File: config.mk
export PLATFORM = sky130hd
export DESIGN_NAME = qbp_port
export DESIGN_NICKNAME = d
export VERILOG_FILES = /design/src/rtl/qbp_pkg.sv /design/src/rtl/qbp_latch.sv /design/src/rtl/qbp_sync.sv /design/src/rtl/qbp_drive.sv /design/src/rtl/qbp_port.sv
export SDC_FILE = /design/constraint.sdc
export NUM_CORES = 1
export LEC_CHECK = 0
export ABC_AREA = 1
export ABC_CLOCK_PERIOD_IN_PS = 2200
export BUFFER_PORTS_ARGS = -buffer_cell sky130_fd_sc_hd__buf_4
export CAP_MARGIN = 0
export CORE_MARGIN = 3
export CORE_UTILIZATION = 48
export CTS_BUF_LIST = sky130_fd_sc_hd__clkbuf_8
export DETAILED_ROUTE_END_ITERATION = 12
export GPL_ROUTABILITY_DRIVEN = 0
export PLACE_DENSITY = 0.87
export SETUP_SLACK_MARGIN = 0.2
export SYNTH_ARGS = -nofsm -noshare
export SYNTH_HDL_FRONTEND = slang
export SYNTH_SLANG_ARGS = --single-unit
File: constraint.sdc
create_clock -name clk -period 2.2 [get_ports clk]
set_input_delay 0.11 -clock clk [delete_from_list [all_inputs] [get_ports clk]]
set_output_delay 0.11 -clock clk [all_outputs]
set_load 0.02 [all_outputs]
File: src/rtl/qbp_pkg.sv
// Package: shared operation encoding for the quasi-bidirectional port.
// Assumes: op codes 6 and 7 are reserved and have no effect.
package qbp_pkg;
    typedef enum logic [2:0] {
        OP_WRITE = 3'd0,
        OP_SET   = 3'd1,
        OP_CLR   = 3'd2,
        OP_AND   = 3'd3,
        OP_OR    = 3'd4,
        OP_XOR   = 3'd5,
        OP_RSV6  = 3'd6,
        OP_RSV7  = 3'd7
    } qbp_op_e;
endpackage

File: src/rtl/qbp_latch.sv
// Module: output latch with byte, bit and read-modify-write updates.
// Assumes: every update takes the current latch value as its operand and
// never the pin level; reset loads all ones (pins released).
module qbp_latch #(
    parameter int W  = 8,
    parameter int BW = (W > 1) ? $clog2(W) : 1
) (
    input  logic                 clk,
    input  logic                 rst_n,
    input  logic                 op_valid,
    input  qbp_pkg::qbp_op_e     op_code,
    input  logic [W-1:0]         op_data,
    input  logic [BW-1:0]        op_bit,
    output logic [W-1:0]         latch_q
);
    import qbp_pkg::*;

    logic [W-1:0] bit_mask;
    logic [W-1:0] latch_d;

    // Build a one-hot mask for the selected bit.
    always_comb begin
        bit_mask = '0;
        for (int i = 0; i < W; i++) begin
            if (BW'(i) == op_bit) bit_mask[i] = 1'b1;
        end
    end

    // Compute the next latch value from the current latch contents.
    always_comb begin
        latch_d = latch_q;
        if (op_valid) begin
            case (op_code)
                OP_WRITE: latch_d = op_data;
                OP_SET:   latch_d = latch_q | bit_mask;
                OP_CLR:   latch_d = latch_q & ~bit_mask;
                OP_AND:   latch_d = latch_q & op_data;
                OP_OR:    latch_d = latch_q | op_data;
                OP_XOR:   latch_d = latch_q ^ op_data;
                default:  latch_d = latch_q;
            endcase
        end
    end

    // Hold the latch; reset releases every pin.
    always_ff @(posedge clk) begin
        if (!rst_n) latch_q <= '1;
        else        latch_q <= latch_d;
    end
endmodule

File: src/rtl/qbp_sync.sv
// Module: multi-stage synchronizer for the pin read path.
// Assumes: pins are asynchronous; stages reset to 1 to match released pins.
module qbp_sync #(
    parameter int W      = 8,
    parameter int STAGES = 2
) (
    input  logic         clk,
    input  logic         rst_n,
    input  logic [W-1:0] d,
    output logic [W-1:0] q
);
    logic [W-1:0] stage_q [STAGES];

    genvar s;
    generate
        for (s = 0; s < STAGES; s++) begin : g_stage
            if (s == 0) begin : g_first
                // Capture the raw pin levels.
                always_ff @(posedge clk) begin
                    if (!rst_n) stage_q[0] <= '1;
                    else        stage_q[0] <= d;
                end
            end else begin : g_next
                // Pass the value along one more stage.
                always_ff @(posedge clk) begin
                    if (!rst_n) stage_q[s] <= '1;
                    else        stage_q[s] <= stage_q[s-1];
                end
            end
        end
    endgenerate

    assign q = stage_q[STAGES-1];
endmodule

File: src/rtl/qbp_drive.sv
// Module: per-bit pin driver control.
// Assumes: in plain mode the latch drives (strong low or weak high only);
// in alternate mode the bus engine drives push-pull or floats the pin.
module qbp_drive #(
    parameter int W = 8
) (
    input  logic         alt_en,
    input  logic [W-1:0] latch_q,
    input  logic [W-1:0] alt_oe,
    input  logic [W-1:0] alt_out,
    output logic [W-1:0] drv_low,
    output logic [W-1:0] drv_high,
    output logic [W-1:0] pullup_en
);
    genvar b;
    generate
        for (b = 0; b < W; b++) begin : g_bit
            // Choose the driver set for this bit from the active mode.
            always_comb begin
                if (alt_en) begin
                    drv_low[b]   = alt_oe[b] & ~alt_out[b];
                    drv_high[b]  = alt_oe[b] &  alt_out[b];
                    pullup_en[b] = 1'b0;
                end else begin
                    drv_low[b]   = ~latch_q[b];
                    drv_high[b]  = 1'b0;
                    pullup_en[b] =  latch_q[b];
                end
            end
        end
    endgenerate
endmodule

File: src/rtl/qbp_port.sv
// Module: top of the quasi-bidirectional latched port.
// Assumes: one operation per cycle; pins are resolved outside and come
// back on pin_in.
module qbp_port #(
    parameter int W       = 8,
    parameter int BW      = (W > 1) ? $clog2(W) : 1,
    parameter int SYNC_ST = 2
) (
    input  logic          clk,
    input  logic          rst_n,
    input  logic          op_valid,
    input  logic [2:0]    op_code,
    input  logic [W-1:0]  op_data,
    input  logic [BW-1:0] op_bit,
    output logic [W-1:0]  rd_latch,
    output logic [W-1:0]  rd_pin,
    input  logic          alt_en,
    input  logic [W-1:0]  alt_oe,
    input  logic [W-1:0]  alt_out,
    input  logic [W-1:0]  pin_in,
    output logic [W-1:0]  drv_low,
    output logic [W-1:0]  drv_high,
    output logic [W-1:0]  pullup_en
);
    import qbp_pkg::*;

    logic [W-1:0] latch_q;

    qbp_latch #(.W(W), .BW(BW)) i_latch (
        .clk      (clk),
        .rst_n    (rst_n),
        .op_valid (op_valid),
        .op_code  (qbp_op_e'(op_code)),
        .op_data  (op_data),
        .op_bit   (op_bit),
        .latch_q  (latch_q)
    );

    qbp_sync #(.W(W), .STAGES(SYNC_ST)) i_sync (
        .clk   (clk),
        .rst_n (rst_n),
        .d     (pin_in),
        .q     (rd_pin)
    );

    qbp_drive #(.W(W)) i_drive (
        .alt_en    (alt_en),
        .latch_q   (latch_q),
        .alt_oe    (alt_oe),
        .alt_out   (alt_out),
        .drv_low   (drv_low),
        .drv_high  (drv_high),
        .pullup_en (pullup_en)
    );

    assign rd_latch = latch_q;
endmodule

==> results of run 1 <==
cell type report:
| type | instances | area, sq um |
|---|---|---|
| clock buffers | 3 | 41.3 |
| clock inverters | 1 | 30.0 |
| fillers | 216 | 561 |
| inverters | 33 | 124 |
| multi-input cells | 161 | 753 |
| flip-flops and latches | 24 | 480 |
| well taps | 30 | 37.5 |
| repair buffers | 81 | 608 |
power groups by stage:
| stage | sequential [uW] | combinational (uW) | clock (uW) |
|---|---|---|---|
| 2_1_floorplan | 506 | 174 | 0 |
| 3_3_place_gp | 487 | 344 | 0 |
| 3_5_place_dp | 488 | 351 | 0 |
| 4_1_cts | 479 | 353 | 391 |
| 5_1_grt | 483 | 387 | 405 |
| 6_report | 479 | 352 | 382 |
cell families (layout without fill, tap and decap cells):
family	Yosys count	count (layout)
flip-flops	24	24
AND/OR/NAND/NOR	113	113
AO/OA/AOI/OAI	48	48
buffers and inverters	41	118
flip-flops by register name (all words and copies together), names as in the netlist:
register / count
i_latch.latch_q: 8
i_sync.stage_q: 16
how the worst min path moves through the flow:
stage,start,to,cells past startpoint
floorplan,pin_in[0],i_sync.stage_q[0][0],1
global placement,pin_in[3],i_sync.stage_q[0][3],2
detailed placement,pin_in[5],i_sync.stage_q[0][5],2
CTS,pin_in[1],i_sync.stage_q[0][1],2
global route,pin_in[2],i_sync.stage_q[0][2],2
finish,pin_in[1],i_sync.stage_q[0][1],2
synth_stat cells (all sizes together):
master  count  share of area (%)
o22ai       8                3.6
clkbuf      3               0.80
dfxtp      24                 34
or2        16                7.1
buf         5                2.6
inv        33                8.8
nand2      53                 15
a21oi      16                6.5
nor2       26                6.9
o21ai      24                8.5
nand3      18                6.4
worst max-delay path, cell delays in order (launching register included):
cell and delay [ns]:
dfxtp_1 0.43, inv_1 0.07, nor2_1 0.11, buf_4 0.15
layer usage:
metal | track usage (%) | vias up
li1 | - | 873
met3 | 3.89 | 8
met2 | 38.3 | 81
met4 | 7.59 | 0
met1 | 25.7 | 698
met5 | 0 | -
per-stage QoR:
stage | cells | hold slack (ns) | instance area (sq um) | utilization, %
floorplan | 226 | 0.217 | 1410 | -
global placement | 329 | 0.297 | 2000 | 76.0
detailed placement | 329 | 0.301 | 2000 | 76.0
CTS | 333 | 0.0188 | 2070 | 78.7
global route | 333 | 0.0144 | 2070 | 78.7
finish | 333 | 0.0233 | 2070 | 78.7
==> out/metrics.cfg, run 1 <==
[status]
status=complete, no violations

[synthesis]
synthSimpleGateAreaFrac_pct=35.0
ys_warn_count=0
synth_cell_types=17
synthAdderAreaFrac_pct=0
synth_nets=268
avgSynthCellArea_sq_um=6.22
synth_area_sq_um=1410
synthXorXnorAreaFrac_pct=0
synth_compound_area_share_pct=18.6
ys_ff_latch=24
synth-seq-area-share_pct=34.2
syn_inst=226
synth_top_family_by_area=simple AND/OR/NAND/NOR gates
synth.mux.area_fraction_pct=0

[critical_path]
r2r_slack_ns=1.15
cp_max_fo=5
cp-start-kind=flop
critPathArrivalTime_ns=1.02
reg2reg_from=i_latch.latch_q[7]
r2r_end=i_latch.latch_q[7]
path_class=reg -> out
required_ns=2.09
reg2regPathDepth=9
endpoint_kind=output pin
crit_start=i_latch.latch_q[5]
setup.worst_path.end=pullup_en[5]

[detailed_routing]
drt_iter0_markers=49
route.detailed.drc=0
wl_microns=3860
via_count=1660
wl_per_cell_microns=11.6
wl_met3_microns=373
drt-met1-wl_microns=1570
avgViaCountPerCell=4.98
drtPass1Iterations=4
top_layer_used=met4
wl_met2_microns=1840
ant_nets=0

[cts]
ctsResizeCount=0
cts_tree=done
clock_path_buffers=2
htree_levels=1
cts_buffers=3
clock-sinks=24
holdBufCountCts=0
insertion_delay_ns=0.26
cts-root-buf=clkbuf_8
cts.clk_slew.worst_paths_ns=0.08
postCtsSetupBuffers=0

[power_and_ir_drop]
power_uw=1210
pwr-share-comb_pct=29.0
switchingPower_uw=351
ir_drop_mv=0.726
swShare_pct=29.0
power_density_nw_per_um2=585
intPower_uw=862
clkPwrFrac_pct=31.5
pwr-share-seq_pct=39.5
p_leak_uw=0.00114

[timing]
hold_viol_final=0
fin_setup_tns_ns=0
rsz0062_at_grt=false
relSlewSlack_pct=61.8
maxSlewViolCount=0
layout_setup_ws_ns=1.07
finalSetupViolCount=0
worst_slew_pin_slew_ns=0.572
clock-skew-final_ns=0.000722
fin_crit_sh_pct=51.4
layout_min_cycle_time_ns=1.13
fmax_ghz=0.885

[floorplan]
die_area_sq_um=3610
pin_count=82
die-width_microns=60.1
start_util_pct=53.3
num_rows=18
core_area_sq_um=2640
die_h_microns=60.1

[cells_and_area]
final_cell_mix=buf_4, nand2_1, inv_1
layout_commonest_cell=buf_4
syn_to_final_growth_pct=47.6
finalNetCount=346
n_antenna_cell=0
layout-drive-gt1-share_pct=35.0

[place]
io_buffer_count=81
pre_cts_ws_ns=1.04
dp_hpwl_microns=2910

[global_route]
grt_max_degree=25
antenna_found_initial=0
grt_pass1_wl_microns=6060
grt_usage_pct=21.6
first_global_vias=1462
grt-ovfl-total=0

[worst_hold_path]
hold_class=in -> reg

[flow_run]
max-cap-violations=0

(Power assumes the default switching activity.)
==> inputs of run 2 (changes only) <==
--- a/config.mk
+++ b/config.mk
@@ -5,16 +5,16 @@
 export SDC_FILE = /design/constraint.sdc
 export NUM_CORES = 1
 export LEC_CHECK = 0
-export ABC_AREA = 1
-export ABC_CLOCK_PERIOD_IN_PS = 2200
+export ABC_AREA = 0
+export ABC_CLOCK_PERIOD_IN_PS = 980
 export BUFFER_PORTS_ARGS = -buffer_cell sky130_fd_sc_hd__buf_4
 export CAP_MARGIN = 0
 export CORE_MARGIN = 3
-export CORE_UTILIZATION = 48
+export CORE_UTILIZATION = 40
 export CTS_BUF_LIST = sky130_fd_sc_hd__clkbuf_8
 export DETAILED_ROUTE_END_ITERATION = 12
 export GPL_ROUTABILITY_DRIVEN = 0
-export PLACE_DENSITY = 0.87
+export PLACE_DENSITY = 0.78
 export SETUP_SLACK_MARGIN = 0.2
 export SYNTH_ARGS = -nofsm -noshare
 export SYNTH_HDL_FRONTEND = slang
==> constraint.sdc (replaced) <==
create_clock -name clk -period 0.98 [get_ports clk]
set_input_delay 0.049 -clock clk [delete_from_list [all_inputs] [get_ports clk]]
set_output_delay 0.049 -clock clk [all_outputs]
set_load 0.02 [all_outputs]
==> run 2 against run 1 <==
  * The flow now finishes with violations (setup timing)
  * Sequential share of layout area is 4.6 points lower
  * Setup slack worse by 1.2 ns
  * Synthesized cell count is 27% lower
  * Critical path type unchanged
==> out/metrics.cfg, run 2 <==
[status]
status=complete, but fails checks  ; was complete, no violations
violations=setup timing

[timing]
fin_hold_ws_ns=0.0955  ; was 0.0233 ns
relSlewSlack_pct=71.3  ; was 61.8%
worst_slew_pin_slew_ns=0.427  ; was 0.572 ns
hold_viol_final=0  ; unchanged
layout_min_cycle_time_ns=1.11
fin_crit_sh_pct=113
clock-skew-final_ns=0.00401  ; was 0.000722 ns
rsz0062_at_grt=true  ; was false
fin_setup_tns_ns=-1.01  ; was 0 ns
finalSetupViolCount=17  ; was 0
layout_setup_ws_ns=-0.129  ; was 1.07 ns
fmax_ghz=0.902
maxSlewViolCount=0  ; unchanged

[cts]
cts.clk_slew.worst_paths_ns=0.09  ; was 0.08 ns
cts_buffers=3  ; unchanged
cts-root-buf=clkbuf_8  ; unchanged
htree_levels=1  ; unchanged
insertion_delay_ns=0.27  ; was 0.26 ns
clock_path_buffers=2  ; unchanged
clock-sinks=24  ; unchanged
cts_tree=done  ; unchanged

[floorplan]
die_area_sq_um=4070  ; was 3610 sq um
pin_count=82  ; unchanged
die-width_microns=63.8  ; was 60.1 microns
core_area_sq_um=3130  ; was 2640 sq um
num_rows=20  ; was 18
die_h_microns=63.8  ; was 60.1 microns
start_util_pct=42.7  ; was 53.3%

[cells_and_area]
multiInputGateArea_sq_um=943  ; was 753 sq um
regMostFlops=i_sync.stage_q  ; unchanged
layout-drive-gt1-share_pct=58.3  ; was 35.0%
final_cell_area_sq_um=2710  ; was 2070 sq um
reg.largest.list=i_sync.stage_q (16), i_latch.latch_q (8)  ; unchanged
n_antenna_cell=0  ; unchanged
regArea_sq_um=503  ; was 480 sq um
final_cell_mix=buf_4, buf_6, nand2b_1  ; was buf_4, nand2_1, inv_1
largest_reg_flops=16  ; unchanged
syn_to_final_growth_pct=103  ; was 47.6%
nFillCells=136  ; was 216
layout_commonest_cell=buf_4  ; unchanged
finalNetCount=319  ; was 346

[synthesis]
yosys.area.top_type_share_pct=36.0  ; was 34.2%
synthTopCellsByArea=dfxtp_1, nand2b_1, o221ai_1  ; was dfxtp_1, nand2_1, inv_1
synth_area_sq_um=1340  ; was 1410 sq um
syn_inst=166  ; was 226
synth_nets=208  ; was 268
async_flop_share_pct=0  ; unchanged
synthTopCellsByCount=dfxtp_1, nand2b_1, o21ai_0  ; was nand2_1, inv_1, nor2_1
ys_warn_count=0  ; unchanged
avgSynthCellArea_sq_um=8.05  ; was 6.22 sq um
synth-seq-area-share_pct=36.0  ; was 34.2%
synth_top_cell_by_area=dfxtp_1  ; unchanged
yosysMostFrequentCell=dfxtp_1  ; was nand2_1
synth_cell_types=27  ; was 17
ys.flop_type=dfxtp_1  ; unchanged
ys_ff_latch=24  ; unchanged
synth_edf_count=0  ; unchanged

[detailed_routing]
drtPass1Iterations=4  ; unchanged
drt_iter0_markers=124  ; was 49
wl_microns=6310  ; was 3860 microns
wl_per_cell_microns=19.7  ; was 11.6 microns
avgViaCountPerCell=5.96  ; was 4.98
via_count=1908  ; was 1660
route.detailed.drc=0  ; unchanged
ant_nets=0  ; unchanged

[flow_run]
max-cap-violations=0  ; unchanged

[critical_path]
cp_top_family=flip-flops  ; unchanged
required_ns=0.93  ; was 2.09 ns
endpoint_kind=output pin  ; unchanged
cp_num_buf_inv=1  ; was 2
critical-path-max-stage-delay_ns=0.39  ; was 0.43 ns
path_class=reg -> out  ; unchanged
worst_path_max_delay_cell=dfxtp_4  ; was dfxtp_1
crit_chain=o22ai_1, buf_4  ; was inv_1, nor2_1, buf_4
cp-start-kind=flop  ; unchanged
cp_max_fo=4  ; was 5
critPathArrivalTime_ns=1.06  ; was 1.02 ns

[global_route]
antenna_found_initial=0  ; unchanged
grt_pass1_wl_microns=7380  ; was 6060 microns
grt_max_degree=26  ; was 25
first_global_vias=1565  ; was 1462
grt_usage_pct=22.1  ; was 21.6%
grt-ovfl-total=0  ; unchanged

[place]
pre_cts_ws_ns=-0.153  ; was 1.04 ns
io_buffer_count=81  ; unchanged
placed_area_sq_um=2230  ; was 2000 sq um
dp_hpwl_microns=3160  ; was 2910 microns

[power_and_ir_drop]
ir_drop_mv=1.04  ; was 0.726 mV
power_density_nw_per_um2=1170  ; was 585 nW/um^2
p_leak_uw=0.00120  ; was 0.00114 uW

[worst_hold_path]
hold_class=in -> reg  ; unchanged

run 2: report_power, final:
group / leakage, uW / internal, uW / switching, uW
Clock: 0.0000357 / 546 / 344
Combinational: 0.000970 / 618 / 576
Sequential: 0.000195 / 1040 / 45.6
Total: 0.00120 / 2200 / 966
run 2: logic make-up after synthesis:
kind of cell / Yosys count / share of synthesized area, %
buf+inv: 20 / 6.93
flops: 24 / 36.0
compound gates: 55 / 28.5
simple gates: 67 / 28.7
run 2: worst paths after layout:
kind,slack [ns],from,endpoint,depth (start not counted)
worst max register to register,0.01,i_latch.latch_q[7],i_latch.latch_q[7],4
worst min-delay path,0.1,rst_n,i_sync.stage_q[1][1],2
worst min register to register,0.42,i_sync.stage_q[0][6],i_sync.stage_q[1][6],1
worst max-delay path,-0.13,i_latch.latch_q[1],drv_low[1],2
run 2: metrics by stage:
| stage | instances | total power, uW | util, % |
|---|---|---|---|
| after floorplan | 166 | 1570 | - |
| after global placement | 296 | 1990 | 71.2 |
| after detailed placement | 296 | 2000 | 71.2 |
| after CTS | 315 | 2990 | 82.0 |
| after global routing | 320 | 3260 | 86.6 |
| final | 320 | 3170 | 86.6 |
run 2: area by class of cell:
| class | count | area share [%] |
|---|---|---|
| multi-input cells | 122 | 34.8 |
| flip-flops and latches | 24 | 18.6 |
| well taps | 44 | 2.03 |
| inverters | 6 | 1.20 |
| repair buffers | 120 | 40.7 |
| clock buffers | 3 | 1.52 |
| clock inverters | 1 | 1.11 |
run 2: timing repair:
action | in CTS | in global routing
pin swaps | 15 | 11
hold buffers | 7 | 1
gates resized for setup | 48 | 33
endpoints found under the setup margin | 32 | 45
hold endpoints to repair | 7 | 1
setup buffers | 8 | 4
run 2: routing by layer:
metal / routed length, microns / GRT usage, % / part of all wire (%) / up-vias
met5: 0 / 0 / 0 / -
met4: 259 / 4.04 / 4.1 / 0
met3: 702 / 5.27 / 11 / 33
met2: 3050 / 36.3 / 48 / 153
met1: 2300 / 29.6 / 36 / 887
li1: - / - / - / 835
==> inputs of run 3 (changes only) <==
--- a/config.mk
+++ b/config.mk
@@ -14,8 +14,9 @@
 export CTS_BUF_LIST = sky130_fd_sc_hd__clkbuf_8
 export DETAILED_ROUTE_END_ITERATION = 12
 export GPL_ROUTABILITY_DRIVEN = 0
-export PLACE_DENSITY = 0.78
+export PLACE_DENSITY = 0.82
 export SETUP_SLACK_MARGIN = 0.2
+export SLEW_MARGIN = 20
 export SYNTH_ARGS = -nofsm -noshare
 export SYNTH_HDL_FRONTEND = slang
 export SYNTH_SLANG_ARGS = --single-unit
==> run 3 against run 2 <==
  * First-iteration DRC count is 2.4% lower
  * Total power grew 0.63%
  * Utilization grew 1.7 points
  * Highest routed layer unchanged
  * Combinational power about the same
  * Sequential cell count stayed put
  * Sequential power hardly changed
  * Maximum frequency is 1.5% higher
  * Global-route usage is 2.2 points higher
  * The flow still finishes with violations (setup timing)
  * Final cell count increased by 0.63%
  * Critical endpoint is now drv_low[0]
==> out/metrics.cfg, run 3 (same netlist as run 2, synthesis figures left out) <==
[place]
io_buffer_count=81  ; unchanged
placed_area_sq_um=2230  ; about the same
pre_cts_ws_ns=-0.178  ; was -0.153 ns
dp_hpwl_microns=3240  ; was 3160 microns

[detailed_routing]
via_count=1867  ; was 1908
drt_iter0_markers=121  ; was 124
avgViaCountPerCell=5.80  ; was 5.96
ant_nets=0  ; unchanged
drtPass1Iterations=4  ; unchanged
wl_per_cell_microns=19.8  ; was 19.7 microns
route.detailed.drc=0  ; unchanged
wl_microns=6380  ; was 6310 microns

[power_and_ir_drop]
ir_drop_mv=0.817  ; was 1.04 mV
power_density_nw_per_um2=1150  ; was 1170 nW/um^2
p_leak_uw=0.00122  ; was 0.00120 uW
power_uw=3190  ; was 3170 uW

[cells_and_area]
n_antenna_cell=0  ; unchanged
reg.largest.list=i_sync.stage_q (16), i_latch.latch_q (8)  ; unchanged
syn_to_final_growth_pct=107  ; was 103%
final_cell_area_sq_um=2760  ; was 2710 sq um
finalNetCount=321  ; was 319
layout_commonest_cell=buf_4  ; unchanged
final_cell_mix=buf_4, buf_6, nand2b_1  ; unchanged
largest_reg_flops=16  ; unchanged
layout-drive-gt1-share_pct=62.6  ; was 58.3%
regMostFlops=i_sync.stage_q  ; unchanged

[timing]
fin_crit_sh_pct=112  ; was 113%
layout_min_cycle_time_ns=1.09  ; was 1.11 ns
rsz0062_at_grt=true  ; unchanged
clock-skew-final_ns=0.00569  ; was 0.00401 ns
worst_slew_pin_slew_ns=0.297  ; was 0.427 ns
finalSetupViolCount=20  ; was 17
relSlewSlack_pct=79.9  ; was 71.3%
layout_setup_ws_ns=-0.113  ; was -0.129 ns
maxSlewViolCount=0  ; unchanged
hold_viol_final=0  ; unchanged
fmax_ghz=0.915  ; was 0.902 GHz

[critical_path]
critPathArrivalTime_ns=1.04  ; was 1.06 ns
path_class=reg -> out  ; unchanged
cp_max_fo=2  ; was 4
required_ns=0.93  ; about the same
setup.worst_path.end=drv_low[0]  ; was drv_low[1]
endpoint_kind=output pin  ; unchanged
crit_start=i_latch.latch_q[0]  ; was i_latch.latch_q[1]
cp-start-kind=flop  ; unchanged
reg2regPathDepth=4  ; unchanged
reg2reg_from=i_latch.latch_q[5]  ; was i_latch.latch_q[7]
r2r_slack_ns=-0.02  ; was 0.01 ns
r2r_end=i_latch.latch_q[5]  ; was i_latch.latch_q[7]

[cts]
cts_buffers=3  ; unchanged
cts_tree=done  ; unchanged
clock-sinks=24  ; unchanged
insertion_delay_ns=0.27  ; about the same
clock_path_buffers=2  ; unchanged
htree_levels=1  ; unchanged
cts-root-buf=clkbuf_8  ; unchanged
cts.clk_slew.worst_paths_ns=0.09  ; about the same

[global_route]
grt_pass1_wl_microns=7940  ; was 7380 microns
antenna_found_initial=0  ; unchanged
grtUsageMet1_pct=28.9  ; was 29.6%
top_usage_layer=met2  ; unchanged
gr-usage-met3_pct=4.75  ; was 5.27%
first_global_vias=1607  ; was 1565
grt-ovfl-total=0  ; unchanged
grtUsageMet2_pct=43.5  ; was 36.3%
grt_usage_pct=24.2  ; was 22.1%
grt_max_degree=26  ; unchanged

[floorplan]
die-width_microns=63.8  ; unchanged
die_area_sq_um=4070  ; unchanged
start_util_pct=42.7  ; unchanged
core_area_sq_um=3130  ; unchanged
pin_count=82  ; unchanged
num_rows=20  ; unchanged
die_h_microns=63.8  ; unchanged

[status]
status=complete, but fails checks  ; unchanged
violations=setup timing  ; unchanged

[worst_hold_path]
hold_class=in -> reg  ; unchanged

[flow_run]
max-cap-violations=0  ; unchanged

run 3: changes by cell type in the layout (fill, tap and decap cells not counted), sizes merged:
cell	change
buf	+2
run 3: worst min path at each step:
stage	startpoint	to	slack [ns]	depth (start not counted)
3_5_place_dp	pin_in[2]	i_sync.stage_q[0][2]	0.24	2
3_3_place_gp	pin_in[3]	i_sync.stage_q[0][3]	0.23	2
6_report	op_data[2]	i_latch.latch_q[2]	0.1	3
2_1_floorplan	rst_n	i_sync.stage_q[1][0]	0.12	1
5_1_grt	rst_n	i_sync.stage_q[0][3]	0.1	2
4_1_cts	rst_n	i_sync.stage_q[1][5]	0.09	2
run 3: what timing repair did:
item	in CTS	in global routing
pin swaps	22	12
endpoints found under the setup margin	34	48
hold buffers	8	0
resized for setup	60	37
setup buffers	8	4
endpoints found under the hold margin	8	0
run 3: stage by stage:
stage / cells / hold slack, ns / utilization (%) / TNS [ns]
3_5_place_dp: 298 / 0.235 / 71.2 / -1.18
6_report: 322 / 0.0998 / 88.3 / -1.15
4_1_cts: 318 / 0.0892 / 83.4 / -0.783
3_3_place_gp: 298 / 0.231 / 71.2 / -0.942
5_1_grt: 322 / 0.0998 / 88.3 / -1.86
2_1_floorplan: 166 / 0.122 / - / 0
run 3: layout make-up:
type | instances | area [sq um]
flip-flops and latches | 24 | 505
multi-input cells | 122 | 977
clock inverters | 1 | 30.0
repair buffers | 122 | 1120
fillers | 139 | 367
clock buffers | 3 | 41.3
inverters | 6 | 35.0
well taps | 44 | 55.1
run 3: critical path, stage by stage (launching register included):
cell	delay, ns
dfxtp_2	0.38
inv_4	0.05
nor2_4	0.16
a21oi_4	0.05
buf_6	0.14
run 3: where the power goes:
group	switching, uW	internal [uW]	leakage [uW]
Clock	338	547	0.0000357
Sequential	46.3	1040	0.000194
Combinational	589	629	0.000986
Total	974	2210	0.00122
run 3: metal layers:
layer  up-vias  share of wire, %
li1        834                 -
met3        24               6.9
met5         -                 0
met1       895                38
met2       114                52
met4         0               3.3
